$ cat src/rtl/irq_seq_pkg.sv
// Shared types for the interrupt entry sequencer.
package irq_seq_pkg;
    typedef enum logic [2:0] {
        ST_IDLE,
        ST_KERN,
        ST_SAVE,
        ST_FETCH,
        ST_LOAD,
        ST_FAIL
    } seq_state_t;
endpackage

$ cat src/rtl/irq_status_push.sv
// Computes the pushed status word: old value shifted left, the two top
// bits cleared, then the old top bit restored. Pure combinational.
// Assumes SHIFT < XLEN - 1.
module irq_status_push #(
    parameter int XLEN  = 32,
    parameter int SHIFT = 10
) (
    input  logic [XLEN-1:0] old_val,
    output logic [XLEN-1:0] new_val
);
    localparam logic [XLEN-1:0] LOW_MASK = {2'b00, {(XLEN-2){1'b1}}};

    // shift, mask, keep top bit
    always_comb begin
        new_val = ((old_val << SHIFT) & LOW_MASK) | {old_val[XLEN-1], {(XLEN-1){1'b0}}};
    end
endmodule

$ cat src/rtl/irq_vec_calc.sv
// Derives the cause word and the vector table entry address from the
// vector number. Pure combinational; addition wraps at XLEN bits.
module irq_vec_calc #(
    parameter int XLEN        = 32,
    parameter int VEC_W       = 8,
    parameter int CAUSE_SHIFT = 8,
    parameter int ENTRY_SHIFT = 2
) (
    input  logic [VEC_W-1:0] vec,
    input  logic [XLEN-1:0]  base,
    output logic [XLEN-1:0]  cause,
    output logic [XLEN-1:0]  entry_addr
);
    localparam int PAD_W = XLEN - VEC_W;

    logic [XLEN-1:0] vec_ext;

    // widen vector, scale for cause and table offset
    always_comb begin
        vec_ext    = {{PAD_W{1'b0}}, vec};
        cause      = vec_ext << CAUSE_SHIFT;
        entry_addr = base + (vec_ext << ENTRY_SHIFT);
    end
endmodule

$ cat src/rtl/irq_seq_fsm.sv
// Step controller: idle -> leave user mode -> save registers -> table
// read -> load PC or fail -> idle. Accepts a request only when idle
// and enabled. Assumes mem_err is meaningful only with mem_ack.
module irq_seq_fsm
    import irq_seq_pkg::*;
(
    input  logic       clk,
    input  logic       rst_n,
    input  logic       irq_req,
    input  logic       ie,
    input  logic       mem_ack,
    input  logic       mem_err,
    output seq_state_t state,
    output logic       accept
);
    seq_state_t nxt;

    // accept only from idle with enable set
    always_comb accept = (state == ST_IDLE) && irq_req && ie;

    // next-state selection
    always_comb begin
        nxt = state;
        unique case (state)
            ST_IDLE:  if (accept) nxt = ST_KERN;
            ST_KERN:  nxt = ST_SAVE;
            ST_SAVE:  nxt = ST_FETCH;
            ST_FETCH: if (mem_ack) nxt = mem_err ? ST_FAIL : ST_LOAD;
            ST_LOAD:  nxt = ST_IDLE;
            ST_FAIL:  nxt = ST_IDLE;
            default:  nxt = ST_IDLE;
        endcase
    end

    // state register, synchronous active-low reset
    always_ff @(posedge clk) begin
        if (!rst_n) state <= ST_IDLE;
        else        state <= nxt;
    end
endmodule

$ cat src/rtl/irq_entry_seq.sv
// Interrupt entry sequencer top. Snapshots core state on acceptance,
// emits register write strobes in a fixed order, reads the handler
// address from the vector table and loads it into the PC.
// Assumes the core applies each strobe in the cycle it is high.
module irq_entry_seq
    import irq_seq_pkg::*;
#(
    parameter int XLEN  = 32,
    parameter int VEC_W = 8,
    parameter int SHIFT = 10
) (
    input  logic             clk,
    input  logic             rst_n,
    input  logic             irq_req,
    input  logic [VEC_W-1:0] irq_vec,
    input  logic             core_ie,
    input  logic             core_user,
    input  logic [XLEN-1:0]  core_ccs,
    input  logic [XLEN-1:0]  core_pc,
    input  logic [XLEN-1:0]  core_sp,
    input  logic [XLEN-1:0]  core_ksp,
    input  logic [XLEN-1:0]  core_ebp,
    output logic             busy,
    output logic             ubit_clr,
    output logic             ccs_we,
    output logic [XLEN-1:0]  ccs_wdata,
    output logic             usp_we,
    output logic [XLEN-1:0]  usp_wdata,
    output logic             sp_we,
    output logic [XLEN-1:0]  sp_wdata,
    output logic             erp_we,
    output logic [XLEN-1:0]  erp_wdata,
    output logic             exs_we,
    output logic [XLEN-1:0]  exs_wdata,
    output logic             eda_clr,
    output logic             mem_req,
    output logic [XLEN-1:0]  mem_addr,
    input  logic             mem_ack,
    input  logic             mem_err,
    input  logic [XLEN-1:0]  mem_rdata,
    output logic             pc_we,
    output logic [XLEN-1:0]  pc_wdata,
    output logic             done,
    output logic             err
);
    seq_state_t       state;
    logic             accept;
    logic [VEC_W-1:0] snap_vec;
    logic             snap_user;
    logic [XLEN-1:0]  snap_ccs, snap_pc, snap_sp, snap_ksp, snap_ebp;
    logic [XLEN-1:0]  handler;

    irq_seq_fsm u_fsm (
        .clk     (clk),
        .rst_n   (rst_n),
        .irq_req (irq_req),
        .ie      (core_ie),
        .mem_ack (mem_ack),
        .mem_err (mem_err),
        .state   (state),
        .accept  (accept)
    );

    irq_status_push #(.XLEN(XLEN), .SHIFT(SHIFT)) u_push (
        .old_val (snap_ccs),
        .new_val (ccs_wdata)
    );

    irq_vec_calc #(.XLEN(XLEN), .VEC_W(VEC_W)) u_vec (
        .vec        (snap_vec),
        .base       (snap_ebp),
        .cause      (exs_wdata),
        .entry_addr (mem_addr)
    );

    // capture the core view at the moment of acceptance
    always_ff @(posedge clk) begin
        if (!rst_n) begin
            snap_vec  <= '0;
            snap_user <= 1'b0;
            snap_ccs  <= '0;
            snap_pc   <= '0;
            snap_sp   <= '0;
            snap_ksp  <= '0;
            snap_ebp  <= '0;
        end else if (accept) begin
            snap_vec  <= irq_vec;
            snap_user <= core_user;
            snap_ccs  <= core_ccs;
            snap_pc   <= core_pc;
            snap_sp   <= core_sp;
            snap_ksp  <= core_ksp;
            snap_ebp  <= core_ebp;
        end
    end

    // latch the handler word on the acknowledged read
    always_ff @(posedge clk) begin
        if (!rst_n)                            handler <= '0;
        else if (state == ST_FETCH && mem_ack) handler <= mem_rdata;
    end

    // strobe decode from the current step
    always_comb begin
        busy      = (state != ST_IDLE);
        ubit_clr  = (state == ST_KERN);
        ccs_we    = (state == ST_SAVE);
        usp_we    = (state == ST_SAVE) && snap_user;
        sp_we     = (state == ST_SAVE) && snap_user;
        erp_we    = (state == ST_SAVE);
        exs_we    = (state == ST_SAVE);
        eda_clr   = (state == ST_SAVE);
        mem_req   = (state == ST_FETCH);
        pc_we     = (state == ST_LOAD);
        done      = (state == ST_LOAD);
        err       = (state == ST_FAIL);
        usp_wdata = snap_sp;
        sp_wdata  = snap_ksp;
        erp_wdata = snap_pc;
        pc_wdata  = handler;
    end
endmodule

$ cat config.mk
export PLATFORM = sky130hd
export DESIGN_NAME = irq_entry_seq
export DESIGN_NICKNAME = d
export VERILOG_FILES = /design/src/rtl/irq_seq_pkg.sv /design/src/rtl/irq_status_push.sv /design/src/rtl/irq_vec_calc.sv /design/src/rtl/irq_seq_fsm.sv /design/src/rtl/irq_entry_seq.sv
export SDC_FILE = /design/constraint.sdc
export NUM_CORES = 1
export LEC_CHECK = 0
export BUFFER_PORTS_ARGS = -buffer_cell sky130_fd_sc_hd__buf_2
export CORE_AREA = 5 5 171 173
export CTS_BUF_LIST = sky130_fd_sc_hd__clkbuf_4
export DETAILED_ROUTE_END_ITERATION = 7
export DIE_AREA = 0 0 176 178
export GPL_ROUTABILITY_DRIVEN = 0
export PLACE_DENSITY_LB_ADDON = 0.08
export SLEW_MARGIN = 5
export SYNTH_ARGS = -nofsm -noshare
export SYNTH_HDL_FRONTEND = slang
export SYNTH_SLANG_ARGS = --single-unit
$ cat constraint.sdc
create_clock -name clk -period 3.8 [get_ports clk]
set_clock_uncertainty 0.2 [all_clocks]
set_input_delay 0.76 -clock clk [delete_from_list [all_inputs] [get_ports clk]]
set_output_delay 0.76 -clock clk [all_outputs]
set_load 0.01 [all_outputs]
; Word-level counts from Yosys, hierarchy flattened
; Index checks and enable logic that the tools add are counted.
[word_totals]
regBits = 204
output_inout_bits = 236
word_cells = 29
[op_classes]
add_sub_neg = 1
n_eq_ne = 7
mux = 4
bitwise = 1
reduce_logical = 7
[op_table]
columns = cell, n
row1 = $add 32x10->32, 1
row2 = $or 30x32->32, 1
row3 = $pmux 3 s4, 1
row4 = $eq 3x2->1 const B, 2
row5 = $eq 3x3->1 const B, 2
row6 = $mux 3, 2
row7 = $logic_and 1x1->1, 4
row8 = $eq 3x1->1 const B, 1
row9 = $logic_not 3->1, 1
row10 = $reduce_bool 3->1, 1
row11 = $ne 2x1->1 const B, 1
row12 = $ne 2x2->1 const B, 1
row13 = $reduce_and 2->1, 1
row14 = $mux 1, 1

; Longest topological paths before layout
; Gate-level depths: netlist of the first run.
[logic_depth]
depth_word = 5
ltp_mapped = 8

; Modules after synthesis
; A second synthesis of the first run with hierarchy kept.
[hier_totals]
cells_unflattened = 893
hier_area_um2 = 9252.6
[modules_own_cells]
columns = mod, n_inst, cells_each, area_each_um2
row1 = irq_entry_seq, 1, 697, 7796.2
row2 = irq_vec_calc, 1, 149, 1049.8
row3 = irq_status_push, 1, 33, 244.0
row4 = irq_seq_fsm, 1, 14, 162.7

; Least setup slack after synthesis of the first run
; OpenSTA, ideal clock, no wires.
[synth_path]
path_type = register -> output
start = register snap_vec[0]
end = output port mem_addr[28]
arrival_time_ns = 2.041
path_slack_ns = 0.799
stages_incl_launch_ff = 9
cell_sequence = dfxtp_1 -> ha_1 -> inv_1 -> fa_1 -> nand2b_1 -> a21o_1 -> a211o_2 -> nor2_1 -> xor2_1
[synth_via]
elab_chain_cells = 1
[synth_rtl]
columns = element, line
row1 = from (decl), irq_entry_seq.sv:48  ; logic [VEC_W-1:0] snap_vec;
row2 = from (signal assigned), irq_entry_seq.sv:87  ; snap_vec <= irq_vec;
row3 = $add 32x10->32, irq_vec_calc.sv:22  ; entry_addr = base + (vec_ext << ENTRY_SHIFT);
row4 = to (decl), irq_entry_seq.sv:37  ; output logic [XLEN-1:0] mem_addr,
; No other way between the ends.

; Final worst setup path of the first run
[layout_path]
start = register snap_ebp[2]
end = output port mem_addr[26]
[layout_via]
elab_chain_cells = 1
[layout_rtl]
columns = element, line
row1 = from (decl), irq_entry_seq.sv:50  ; logic [XLEN-1:0] snap_ccs, snap_pc, snap_sp, snap_ksp, snap_ebp;
row2 = from (signal assigned), irq_entry_seq.sv:93  ; snap_ebp <= core_ebp;
row3 = $add 32x10->32, irq_vec_calc.sv:22
; No other way between the ends.

==> summary.md, run 1 <==
| Metric | Value |
|---|---|
| Fraction of registers with async set/reset | `0%` |
| Remaining DRCs | `0` |
| Layout area overhead | `31.7%` |
| Vias per cell | `4.46` |
| Worst VDD drop | `approximately 0.00022 V` |
| Final WL | `roughly 27000 um` |
| Layout cells sized above 1 | `~34%` |
| Sequential share of the synthesized area | `roughly half` |
| Synth top area cells | `dfxtp_1 49%, nand2_1 19%, a21oi_1 13%` |
| Critical Path RT | `2840 ps` |
| Largest net degree at the start of global routing | `between 100 and 150` |
| TritonCTS Buffers | `17` |
| Measured slew at the worst slew-check pin | `roughly 740 ps` |
| Post-synth top area share | `about half` |
| Synth Register Bits | `193` |
| Layout Cells excl Fill | `1723` |
| Outcome | `finished clean` |
| Avg WL per Cell | `approximately 16 um` |
| ANT nets after route | `0` |
| Vias in the first global route | `roughly 7300` |
| Fin. max-slew vios | `0` |
| P_leak | `approximately 4.8 nW` |
| Post-synth cell types | `41` |
| Layout Cell Area excl Fill | `10300 um2` |
| Final Hold Violating Endpoints | `0` |
| First-pass DRT Iterations | `4` |
| Placed instance area | `~10000 um2` |
| Vias | `7677` |
| IO buf count | `a little under 400` |
| Rows | `around 60` |
| Crit end category | `output port` |
| Vert. Die Dim | `around 180 um` |
| Period utilization | `96.0%` |
| Ys flop type | `dfxtp_1` |
| Total power | `between 0.004 and 0.005 W` |
| Slowest CP cell | `a211o_4` |
| Clock root buffer master | `clkbuf_4` |
| Worst Path Max Fanout | `6` |
| CP cell instances | `ha_4 > inv_2 > fa_2 > nand2b_4 > a21o_1 > a211o_4 > nor2_4 > xor2_1 > buf_2` |
| Starting Density | `28.6%` |
| Syn_area_per_cell | `between 7 and 8 um2` |
| Clk slew on worst S/H paths | `220 ps` |
| Max incr delay on CP | `~430 ps` |
| Clock buffer depth | `2` |
| Worst Setup SP | `snap_ebp[2]` |
| Hpwl dp | `between 15000 and 20000 um` |
| FF-to-FF Start | `u_fsm.state[2]` |
| CTS tree | `done` |
| Die X | `176 um` |
| Final nets | `~1600` |
| Hold Buf Count CTS | `0` |
| Detailed Route Iter0 Violations | `470` |
| Critical path class | `flip-flop to output port` |
| Cells after Synth | `slightly above 1000` |
| H-tree depth | `4` |
| GRT Total Usage | `between 15 and 20%` |
| Min cycle time layout | `between 3000 and 4000 ps` |
| Post-synth EDFFs | `0` |
| Cell accounting for the most synthesized area | `dfxtp_1` |
| Final setup fails | `0` |
| Die area | `31300 um2` |
| Worst min path class | `input port to flip-flop` |
| Achievable Freq | `between 200 and 300 MHz` |
| Placed Cells | `1685` |
| Worst-Skew Late Latency | `about 540 ps` |
| Global-route wire length before repair | `40800 um` |
| Syn Std Cell Area | `slightly below 8000 um2` |
| Core area | `around 27000 um2` |
| Hold path startpoint | `core_ccs[0]` |
| Clk sinks | `a little under 200` |
| Initial antenna violation count | `5` |
| RSZ-0062 raised after global routing | `yes` |
| Grt ovf | `0` |
| IO Pins | `about 440` |
| Yosys warnings | `0` |
| Max Cap Viol | `0` |
| Slew headroom | `50.7%` |
| Pwr/cell area | `around 390 nW/um2` |
| Crit path DAT | `around 2700 ps` |
| Worst Setup Start Kind | `flip-flop` |
[power by group]
part	leakage (nW)	switching, W	internal, W
sequential	1.57	0.0000690	0.00213
combinational	3.08	0.000412	0.000264
clock	0.153	0.000842	0.000314
[routing by layer]
| metal | global-route usage (%) | wire length (um) | share of wire, % | vias up |
|---|---|---|---|---|
| met2 | 27.7 | 13300 | 48 | 257 |
| li1 | - | - | - | 3892 |
| met4 | 4.26 | 444 | 1.6 | 6 |
| met5 | 0 | 34 | 0.12 | - |
| met1 | 19.7 | 11200 | 41 | 3496 |
| met3 | 6.51 | 2500 | 9.1 | 26 |
[critical path: cells and delay by family (launching register included)]
kind                     cells  cell delay, ps
flip-flops                   1             390
buffers and inverters        2             200
adder cells (fa/ha/maj)      2             490
XOR/XNOR                     1             150
AO/OA/AOI/OAI                2             630
AND/OR/NAND/NOR              2             250
[logic make-up after synthesis]
logic type	Yosys count	synth area share, %
other	1	0.0477
DFF	193	49.1
adders and majority gates	9	1.53
AOI/OAI and AO/OA	212	14.3
buffers and inverters	119	8.48
xor gates and xnor gates	28	3.12
and+or+nand+nor	448	23.4
[synthesized netlist by cell type, types with 5 or more instances]
cell and count:
buf_2 12, a21oi_1 197, clkbuf_1 44, xor2_1 17, inv_1 7, and3_1 5, buf_4 54, ha_1 8
nor2_1 10, nand2_1 394, xnor2_1 11, dfxtp_1 193, nand3_1 9
[metrics by stage]
step           hold WS [ps]  setup TNS, ps  worst slack, ps  utilization (%)
2_1_floorplan           232              0              799                -
3_3_place_gp            238              0              604             36.0
3_5_place_dp            244              0              595             36.0
4_1_cts                94.5          -73.9            -33.9             37.3
5_1_grt                81.8          -89.5            -34.5             37.7
6_report                175              0              153             37.7
[repair_timing]
| item | in CTS | in global routing |
|---|---|---|
| endpoints found under the setup margin | 9 | 17 |
| resized for setup | 11 | 17 |
| pin swaps | 3 | 7 |
| cloned | 0 | 0 |
| buffers inserted | 2 | 1 |
| endpoints found under the hold margin | 0 | 0 |
[cell usage in the layout, fill, tap and decap left out, types with 3 or more instances in the layout]
cell	n
dfxtp_1	191
nor4_2	3
nand3_1	8
a21o_1	4
clkinv_8	4
inv_8	4
nor2_4	5
inv_6	5
buf_4	12
buf_2	396
ha_1	4
inv_1	5
xor2_1	17
and3_1	4
ha_4	3
nor3b_1	3
xnor2_1	11
clkbuf_4	18
and2_1	4
diode_2	3
nand2_1	394
a21oi_1	196
nor2_1	5
nor3_1	3
conb_1	35
[final timing paths]
check / end / slack, ps / cells past startpoint
max reg2reg: sp_wdata[9] / 1370 / 6
min: snap_ccs[0] / 180 / 3
min reg2reg: sp_wdata[5] / 260 / 2
max: mem_addr[26] / 150 / 9
[sequential cells by signal, indices dropped and copies added, names as in the netlist]
| signal | count |
|---|---|
| erp_wdata | 32 |
| pc_wdata | 32 |
| snap_ccs | 21 |
| snap_ebp | 32 |
| snap_user | 1 |
| snap_vec | 8 |
| sp_wdata | 32 |
| u_fsm.state | 3 |
| usp_wdata | 32 |
[final cells by class]
class,count,area [um2]
sequential,193,3870
tap,346,433
inverter,7,31.3
antenna,3,7.51
clock buffer,18,135
clock inverter,14,160
fill,3059,17100
timing repair buffer,410,2110
multi-input combinational,732,3600
No activity file was read; power rests on OpenSTA's default activity.
==> inputs of run 2 (changes only) <==
--- a/config.mk
+++ b/config.mk
@@ -8,8 +8,9 @@
 export BUFFER_PORTS_ARGS = -buffer_cell sky130_fd_sc_hd__buf_2
-export CORE_AREA = 5 5 171 173
+export CORE_AREA = 5 5 169 171
 export CTS_BUF_LIST = sky130_fd_sc_hd__clkbuf_4
 export DETAILED_ROUTE_END_ITERATION = 7
-export DIE_AREA = 0 0 176 178
+export DIE_AREA = 0 0 174 176
 export GPL_ROUTABILITY_DRIVEN = 0
 export PLACE_DENSITY_LB_ADDON = 0.08
+export REMOVE_ABC_BUFFERS = 1
 export SLEW_MARGIN = 5
@@ -17,2 +18,3 @@
 export SYNTH_HDL_FRONTEND = slang
+export SYNTH_HIERARCHICAL = 1
 export SYNTH_SLANG_ARGS = --single-unit
==> constraint.sdc (replaced) <==
create_clock -name clk -period 3.8 [get_ports clk]
set_clock_uncertainty 0.2 [all_clocks]
set_input_delay 0.19 -clock clk [delete_from_list [all_inputs] [get_ports clk]]
set_output_delay 0.19 -clock clk [all_outputs]
set_load 0.01 [all_outputs]
==> run 2 against run 1 <==
  * Final cell count rose by 5.3%
  * Critical endpoint is now mem_addr[24]
  * Hold slack got worse by 6.5 ps
  * Sequential share of layout area fell by 8.8 points
  * Non-clock buffer count rose by 260
  * Setup slack improved by 260 ps
  * Register-to-register slack got worse by 410 ps
  * Sequential cell count did not move
  * Largest power group unchanged
  * Total power rose by 2.7%
  * Combinational power rose by 31%
  * Critical path depth rose by 1
  * Clock-buffer cell count did not move
  * Synthesized area rose by 12%
==> summary.md, run 2 <==
| Metric | Value |
|---|---|
| Outcome | `finished clean` |
| Global-route wire length before repair | `around 43000 um` |
| Clk sinks | `between 150 and 200` |
| Commonest non-fill, non-tap cell in the layout | `buf_2` |
| CTS tree | `done` |
| Final WL | `roughly 27000 um` |
| GRT Total Usage | `16.9%` |
| Storage element area | `3860 um2` |
| Crit end category | `output port` |
| Clk slew on worst S/H paths | `between 150 and 200 ps` |
| Cells after Synth | `858` |
| Post-CTS Setup Bufs | `0` |
| Footprint of the multi-input gates | `roughly 4200 um2` |
| Starting Density | `about a third` |
| Vias in the first global route | `between 8000 and 9000` |
| Total power | `roughly 0.0041 W` |
| Switch share | `around 30%` |
| Syn_area_per_cell | `approximately 10 um2` |
| Critical Path RT | `roughly 3400 ps` |
| Layout area overhead | `53.1%` |
| Post_cts resized | `0` |
| Internal cell power | `0.00291 W` |
| Remaining DRCs | `0` |
| Vias per cell | `4.23` |
| Clock network fraction of total power | `approximately a quarter` |
| Place WS | `just over 1000 ps` |
| Critical path class | `flip-flop to output port` |
| Slew headroom | `between 30% and 40%` |
| IO Pins | `between 400 and 500` |
| Clock root buffer master | `clkbuf_4` |
| TritonCTS Buffers | `17` |
| Seq pwr share | `52.7%` |
| Final nets | `1675` |
| Final Hold Violating Endpoints | `0` |
| Number of fillers in the final layout | `2570` |
| Vert. Die Dim | `around 180 um` |
| Most frequent cells in the layout | `395 x buf_2, 266 x dlygate4sd3_1, 193 x dfxtp_1, 190 x mux2i_1, 159 x nor2b_1` |
| Combinational power share | `approximately a fifth` |
| Achievable Freq | `295 MHz` |
| Max Cap Viol | `0` |
| Initial antenna violation count | `1` |
| Rows | `60` |
| Worst min path class | `input port to flip-flop` |
| Layout cells sized above 1 | `around 31%` |
| First-pass DRT Iterations | `4` |
| Worst Setup Start Kind | `flip-flop` |
| Measured slew at the worst slew-check pin | `approximately 1000 ps` |
| IO buf count | `a little under 400` |
| Detailed Route Iter0 Violations | `194` |
| Worst VDD drop | `~0.00021 V` |
| Syn Std Cell Area | `between 8000 and 9000 um2` |
| Avg WL per Cell | `about 15 um` |
| Largest net degree at the start of global routing | `a little under 100` |
| Pwr/cell area | `between 300 and 400 nW/um2` |
| Fin. max-slew vios | `0` |
| Grt ovf | `0` |
| Clock buffer depth | `2` |
| P_leak | `6.20 nW` |
| Vias | `7666` |
| Period utilization | `89.2%` |
| ANT nets after route | `0` |
| Hpwl dp | `between 15000 and 20000 um` |
| Die area | `30600 um2` |
| Crit path DAT | `about 3000 ps` |
| Min cycle time layout | `3390 ps` |
| Core area | `between 20000 and 30000 um2` |
| Yosys warnings | `6` |
| H-tree depth | `4` |
| Net Sw Power | `approximately 0.0012 W` |
| Worst Path Max Fanout | `11` |
| Die X | `between 150 and 200 um` |
| Final setup fails | `0` |
| RSZ-0062 raised after global routing | `no` |
| Final core occ | `roughly half` |
| Setup ws final | `between 400 and 500 ps` |
| Worst-Skew Late Latency | `560 ps` |
| Hold Buf Count CTS | `about 270` |
[run 2: changes by cell type in the layout (fill, tap and decap cells not counted), sizes merged, moves of 6 or more]
cell	change
a21oi	-190
nor2b	+158
mux2i	+190
nand2	-317
buf	-6
dlygate4sd3	+266
[run 2: worst paths after layout]
kind	from	endpoint	slack, ps	depth (start not counted)
hold reg to reg	pc_wdata[26]	pc_wdata[26]	270	2
setup / recovery	snap_vec[0]	mem_addr[24]	410	10
hold / removal	core_ie	usp_wdata[9]	170	6
setup reg to reg	u_fsm/state[0]	snap_ccs[11]	960	6
[run 2: final cells by class]
type,count,share of cell area (%)
Clock inverter,13,0.869
Multi-Input combinational cell,572,31.0
Tap cell,341,3.15
Clock buffer,18,0.998
Sequential cell,193,28.5
Inverter,5,0.139
Antenna cell,2,0.0370
Timing Repair Buffer,670,35.2
[run 2: critical path: stages (launching register included)]
cell	delay [ps]
dfxtp_1	380
ha_1	210
inv_1	70
fa_1	390
nand2b_1	180
a21oi_1	220
a31oi_1	130
buf_4	200
nor4_1	330
xor2_1	190
buf_2	150
[run 2: power groups by stage]
stage | clock network (W) | registers (W) | logic [W]
floorplan | 0 | 0.00226 | 0.000409
global placement | 0 | 0.00222 | 0.000671
detailed placement | 0 | 0.00222 | 0.000676
CTS | 0.00115 | 0.00218 | 0.000888
global route | 0.00120 | 0.00220 | 0.000967
finish | 0.00107 | 0.00218 | 0.000885
[run 2: metal layers]
layer | part of all wire (%) | GRT usage, % | vias up
li1 | - | - | 3925
met1 | 42 | 19.7 | 3451
met2 | 48 | 29.5 | 269
met3 | 8.3 | 6.38 | 21
met4 | 1.6 | 4.22 | 0
met5 | 0 | 0 | -
[run 2: per-stage QoR]
| stage | cell area, um2 | instances | hold slack, ps | TNS [ps] |
|---|---|---|---|---|
| 4_1_cts | 13500 | 1812 | 80.4 | 0 |
| 5_1_grt | 13500 | 1814 | 116 | 0 |
| 2_1_floorplan | 8070 | 770 | 113 | -987110 |
| 3_5_place_dp | 10600 | 1515 | 244 | 0 |
| 3_3_place_gp | 10600 | 1515 | 238 | 0 |
| 6_report | 13500 | 1814 | 169 | 0 |
